$ cat config.mk
export PLATFORM = sky130hd
export DESIGN_NAME = atten_state_ctrl
export DESIGN_NICKNAME = d
export VERILOG_FILES = /design/src/rtl/sctl_pkg.sv /design/src/rtl/sctl_sync.sv /design/src/rtl/sctl_frame.sv /design/src/rtl/sctl_path.sv /design/src/rtl/atten_state_ctrl.sv
export SDC_FILE = /design/constraint.sdc
export NUM_CORES = 1
export LEC_CHECK = 0
export BUFFER_PORTS_ARGS = -buffer_cell sky130_fd_sc_hd__buf_2
export CAP_MARGIN = 20
export CORE_ASPECT_RATIO = 0.9
export CORE_MARGIN = 1
export CORE_UTILIZATION = 30
export CTS_CLUSTER_SIZE = 12
export DETAILED_ROUTE_END_ITERATION = 6
export HOLD_SLACK_MARGIN = 0.08
export PLACE_DENSITY_LB_ADDON = 0.15
export SLEW_MARGIN = 20
export SYNTH_ARGS = -nofsm -noshare
export SYNTH_HDL_FRONTEND = slang
export SYNTH_HIERARCHICAL = 1
export SYNTH_SLANG_ARGS = --single-unit
$ cat constraint.sdc
create_clock -name clk -period 2.6 [get_ports clk]
set_input_delay 0.26 -clock clk [delete_from_list [all_inputs] [get_ports clk]]
set_output_delay 0.26 -clock clk [all_outputs]
set_load 0.1 [all_outputs]
$ cat src/rtl/sctl_pkg.sv
`timescale 1ns/1ps
package sctl_pkg;

   // Source of a path's attenuation word
   typedef enum logic {
      SRC_PARALLEL = 1'b0,
      SRC_PRESET   = 1'b1
   } src_e;

   // Who drives the analog attenuator
   typedef enum logic {
      ANA_EXTERNAL = 1'b0,
      ANA_DAC      = 1'b1
   } ana_e;

endpackage

$ cat src/rtl/sctl_sync.sv
`timescale 1ns/1ps
module sctl_sync #(
   parameter int              W       = 1,
   parameter int              STAGES  = 2,
   parameter logic [W-1:0]    RST_VAL = '0
) (
   input  logic         clk,
   input  logic         rst_n,
   input  logic [W-1:0] d,
   output logic [W-1:0] q
);

   if (STAGES < 2) begin : g_bad_stages
      $error("sctl_sync: STAGES must be at least 2");
   end

   logic [W-1:0] stg [STAGES];

   always_ff @(posedge clk or negedge rst_n) begin
      if (!rst_n) begin
         for (int i = 0; i < STAGES; i++) stg[i] <= RST_VAL;
      end else begin
         stg[0] <= d;
         for (int i = 1; i < STAGES; i++) stg[i] <= stg[i-1];
      end
   end

   assign q = stg[STAGES-1];

endmodule

$ cat src/rtl/sctl_frame.sv
`timescale 1ns/1ps
module sctl_frame #(
   parameter int FRAME_W = 56,
   localparam int CNT_W  = $clog2(FRAME_W + 2)
) (
   input  logic               clk,
   input  logic               rst_n,
   input  logic               sclk_q,
   input  logic               dat_q,
   input  logic               csn_q,
   output logic               csn_hi,
   output logic [FRAME_W-1:0] shreg,
   output logic [CNT_W-1:0]   cnt,
   output logic               commit,
   output logic [FRAME_W-1:0] hold
);

   if (FRAME_W < 2) begin : g_bad_frame
      $error("sctl_frame: FRAME_W must be at least 2");
   end

   localparam logic [CNT_W-1:0] CNT_FULL = CNT_W'(FRAME_W);
   localparam logic [CNT_W-1:0] CNT_OVER = CNT_W'(FRAME_W + 1);

   logic sclk_prev, csn_prev;
   logic sclk_rise, csn_rise;

   assign sclk_rise = sclk_q & ~sclk_prev;
   assign csn_rise  = csn_q  & ~csn_prev;
   assign commit    = csn_rise && (cnt == CNT_FULL);
   assign csn_hi    = csn_q;

   always_ff @(posedge clk or negedge rst_n) begin
      if (!rst_n) begin
         sclk_prev <= 1'b0;
         csn_prev  <= 1'b1;
      end else begin
         sclk_prev <= sclk_q;
         csn_prev  <= csn_q;
      end
   end

   // shift register and saturating bit counter
   always_ff @(posedge clk or negedge rst_n) begin
      if (!rst_n) begin
         shreg <= '0;
         cnt   <= '0;
      end else if (csn_q) begin
         cnt <= '0;
      end else if (sclk_rise) begin
         shreg <= {shreg[FRAME_W-2:0], dat_q};
         if (cnt != CNT_OVER) cnt <= cnt + 1'b1;
      end
   end

   always_ff @(posedge clk or negedge rst_n) begin
      if (!rst_n)      hold <= '0;
      else if (commit) hold <= shreg;
   end

endmodule

$ cat src/rtl/sctl_path.sv
`timescale 1ns/1ps
module sctl_path
   import sctl_pkg::*;
#(
   parameter int WORD_W      = 5,
   parameter int DAC_W       = 8,
   parameter int NUM_PRESETS = 4,
   localparam int SEL_W      = $clog2(NUM_PRESETS),
   localparam int SEG_W      = DAC_W + NUM_PRESETS * WORD_W
) (
   input  logic [SEG_W-1:0]  seg,
   input  logic [WORD_W-1:0] par,
   input  logic [SEL_W-1:0]  sel,
   input  logic              dig_mode,
   input  logic              ana_mode,
   output logic [WORD_W-1:0] att,
   output logic [DAC_W-1:0]  dac,
   output logic              dac_en
);

   logic [WORD_W-1:0] preset [NUM_PRESETS];

   for (genvar k = 0; k < NUM_PRESETS; k++) begin : g_preset
      assign preset[k] = seg[DAC_W + k*WORD_W +: WORD_W];
   end

   always_comb begin
      if (src_e'(dig_mode) == SRC_PRESET) att = preset[sel];
      else                                att = par;
   end

   assign dac_en = (ana_e'(ana_mode) == ANA_DAC);
   assign dac    = dac_en ? seg[DAC_W-1:0] : '0;

endmodule

$ cat src/rtl/atten_state_ctrl.sv
`timescale 1ns/1ps
module atten_state_ctrl #(
   parameter int NUM_PATHS   = 2,
   parameter int WORD_W      = 5,
   parameter int DAC_W       = 8,
   parameter int NUM_PRESETS = 4,
   parameter int SYNC_STAGES = 2
) (
   input  logic                        clk,
   input  logic                        rst_n,
   input  logic                        ser_clk,
   input  logic                        ser_dat,
   input  logic                        ser_csn,
   input  logic                        dig_mode,
   input  logic                        ana_mode,
   input  logic [NUM_PATHS*WORD_W-1:0] par_code,
   input  logic [NUM_PATHS-1:0]        sel_a,
   input  logic [NUM_PATHS-1:0]        sel_b,
   output logic [NUM_PATHS*WORD_W-1:0] att_code,
   output logic [NUM_PATHS*DAC_W-1:0]  dac_code,
   output logic [NUM_PATHS-1:0]        dac_en
);

   localparam int SEG_W   = DAC_W + NUM_PRESETS * WORD_W;
   localparam int FRAME_W = NUM_PATHS * SEG_W;
   localparam int CNT_W   = $clog2(FRAME_W + 2);

   if (NUM_PRESETS != 4) begin : g_bad_presets
      $error("atten_state_ctrl: two select pins address exactly 4 presets");
   end
   if (NUM_PATHS < 1 || WORD_W < 1 || DAC_W < 1) begin : g_bad_widths
      $error("atten_state_ctrl: widths and path count must be positive");
   end

   logic [2:0]         pin_q;
   logic               csn_hi;
   logic [FRAME_W-1:0] shreg;
   logic [CNT_W-1:0]   bit_cnt;
   logic               commit;
   logic [FRAME_W-1:0] hold_q;

   // {csn, data, clock}; chip-select idles high
   sctl_sync #(
      .W       (3),
      .STAGES  (SYNC_STAGES),
      .RST_VAL (3'b100)
   ) u_sync (
      .clk   (clk),
      .rst_n (rst_n),
      .d     ({ser_csn, ser_dat, ser_clk}),
      .q     (pin_q)
   );

   sctl_frame #(
      .FRAME_W (FRAME_W)
   ) u_frame (
      .clk    (clk),
      .rst_n  (rst_n),
      .sclk_q (pin_q[0]),
      .dat_q  (pin_q[1]),
      .csn_q  (pin_q[2]),
      .csn_hi (csn_hi),
      .shreg  (shreg),
      .cnt    (bit_cnt),
      .commit (commit),
      .hold   (hold_q)
   );

   for (genvar p = 0; p < NUM_PATHS; p++) begin : g_path
      sctl_path #(
         .WORD_W      (WORD_W),
         .DAC_W       (DAC_W),
         .NUM_PRESETS (NUM_PRESETS)
      ) u_path (
         .seg      (hold_q[p*SEG_W +: SEG_W]),
         .par      (par_code[p*WORD_W +: WORD_W]),
         .sel      ({sel_b[p], sel_a[p]}),
         .dig_mode (dig_mode),
         .ana_mode (ana_mode),
         .att      (att_code[p*WORD_W +: WORD_W]),
         .dac      (dac_code[p*DAC_W +: DAC_W]),
         .dac_en   (dac_en[p])
      );
   end

endmodule

==> impl_metrics.env <==
export IMPL_relSlewSlack=0.675
export IMPL_grt_total_usage=0.115
export IMPL_cts_sinks=126
export IMPL_cp_end_kind="flop"
export IMPL_grt_start_max_net_pins=63
export IMPL_cts_buffers=17
export IMPL_rows=46
export IMPL_grt_pass1_vias=2964
export IMPL_num_vias=2928
export IMPL_required_ps=2900
export IMPL_clkTransAtPathRegs_ps=60
export IMPL_antenna_found_initial=0
export IMPL_finalSetupViolCount=0
export IMPL_p_leak_nw=3.20
export IMPL_fin_skew_ps=11.1
export IMPL_status="complete, no violations"
export IMPL_portBuffers=48
export IMPL_synthesis_instances=352
export IMPL_synth_fp_nets=376
export IMPL_grt_pass1_wl_mm=16.0
export IMPL_maxSlewViolCount=0
export IMPL_drtIter0Drc=121
export IMPL_htreeDepth=4
export IMPL_routed_wl_mm=9.59
export IMPL_worstSkewPairLatency_ps=420
export IMPL_utilization=0.372
export IMPL_die_height_um=130
export IMPL_worst_slew_pin_transition_ps=492
export IMPL_start_kind="flop"
export IMPL_io_pins=49
export IMPL_cts_resized=0
export IMPL_grt_ovfl_total=0
export IMPL_finalNetCount=432
export IMPL_viasPerCell=4.43
export IMPL_drive_gt1_frac=0.485
export IMPL_initial_core_util=0.308
export IMPL_syn2layout_area_growth_pct=20.9
export IMPL_period_minus_slack_ps=1960
export IMPL_setup_tns_ps=0
export IMPL_dieArea_sq_um=18700
export IMPL_syn_avg_cell_area_sq_um=15.4
export IMPL_place_congestion=0.732
export IMPL_fin_crit_sh=0.756
export IMPL_die_w_um=144
export IMPL_postCtsSetupRepairBufs=0
export IMPL_synth_yosys_warnings=6
export IMPL_drc_errors=0
export IMPL_hold_viol=0
export IMPL_dp_hpwl_mm=6.31
export IMPL_power_density_nw_per_um2=764
export IMPL_ant_nets=0
export IMPL_maxCapViolCount=0
export IMPL_rsz0062_at_grt="false"
export IMPL_drt_pass1_iter_count=5
export IMPL_cts_root_buf="clkbuf_16"
export IMPL_post_drt_wl_per_cell_um=14.5
export IMPL_peakVddDrop_mv=0.393
export IMPL_max_freq_ghz=0.509
export IMPL_cts_path_max_buffers=2
export IMPL_synth_area_sq_um=5440
export IMPL_worstHoldPathType="in2async"
export IMPL_design_core_area_sq_um=17700
export IMPL_crit_fanout=14
export IMPL_worstPathArrival_ps=2270
export IMPL_cts_tree="yes"
export IMPL_n_antenna_cell=0
export IMPL_path_class="reg2reg"
## per-stage QoR
| stage | power, mW | setup WS (ps) | hold WS [ps] | area, sq um | cells |
|---|---|---|---|---|---|
| floorplan | 2.29 | 263 | -35.6 | 5440 | 352 |
| global placement | 2.39 | 635 | 248 | 5870 | 625 |
| detailed placement | 2.39 | 615 | 246 | 5870 | 625 |
| CTS | 5.11 | 614 | 339 | 6580 | 661 |
| global route | 5.22 | 563 | 360 | 6580 | 661 |
| finish | 5.02 | 635 | 338 | 6580 | 661 |
## registers in the layout, indices dropped and copies added (netlist names)
signal and count:
u_sync/stg 3, u_frame/sclk_prev 1, u_frame/shreg 56, u_frame/hold 56
u_frame/csn_prev 1, u_sync/q 3, u_frame/cnt 6
## critical path: stages, from the launching register on
cell and delay (ps):
dfrtp_1 410, and4b_4 370, and4b_4 410, buf_4 290, mux2_2 360
## cell usage in the layout (no fill, tap or decap), types with 4 or more instances in the layout
master	n
mux2_2	83
o221ai_1	10
inv_1	4
and2_1	16
dfrtp_1	123
nand2b_1	13
buf_4	4
buf_2	47
a21oi_1	4
clkbuf_16	17
dlygate4sd3_1	4
nand2_1	5
mux2_4	29
mux2i_1	20
bufinv_16	6
## routing by layer
layer  share of wire  global-route usage  up-vias
li1                -                   -     1375
met1            0.53               0.161     1487
met2            0.42               0.155       53
met3           0.037              0.0418       13
met4           0.015              0.0551        0
met5               0                   0        -
## final cells by class
type | instances | area [sq um]
clock inverter | 15 | 244
multi-input combinational | 201 | 2070
tap | 240 | 300
sequential | 126 | 3160
inverter | 4 | 15.0
clock buffer | 17 | 425
timing repair buffer | 58 | 365
fill | 1705 | 11100
## final timing paths
| check | depth (start not counted) | endpoint | start | slack, ps |
|---|---|---|---|---|
| worst min-delay path | 2 | u_frame/hold[54] | rst_n | 340 |
| worst max register to register | 4 | u_frame/hold[1] | u_frame/cnt[2] | 640 |
| worst max-delay path | 4 | u_frame/hold[1] | u_frame/cnt[2] | 640 |
| max in group asynchronous | 3 | u_frame/hold[46] | rst_n | 1450 |
| worst min register to register | 0 | u_sync/q[1] | u_sync/stg[4] | 350 |
| min in group clk | 0 | u_sync/q[1] | u_sync/stg[4] | 350 |
## power by group
group	leakage, nW	switching (mW)	internal (mW)
clock network	0.319	0.872	1.79
registers	1.73	0.0523	2.03
logic	1.16	0.175	0.100
total	3.20	1.10	3.93
## what timing repair did
| action | 4_1_cts | 5_1_grt |
|---|---|---|
| endpoints found under the hold margin | 34 | 0 |
| hold buffers | 4 | 0 |
| endpoints found under the setup margin | 0 | 0 |
Note: power is estimated with default switching activity, not from simulation.
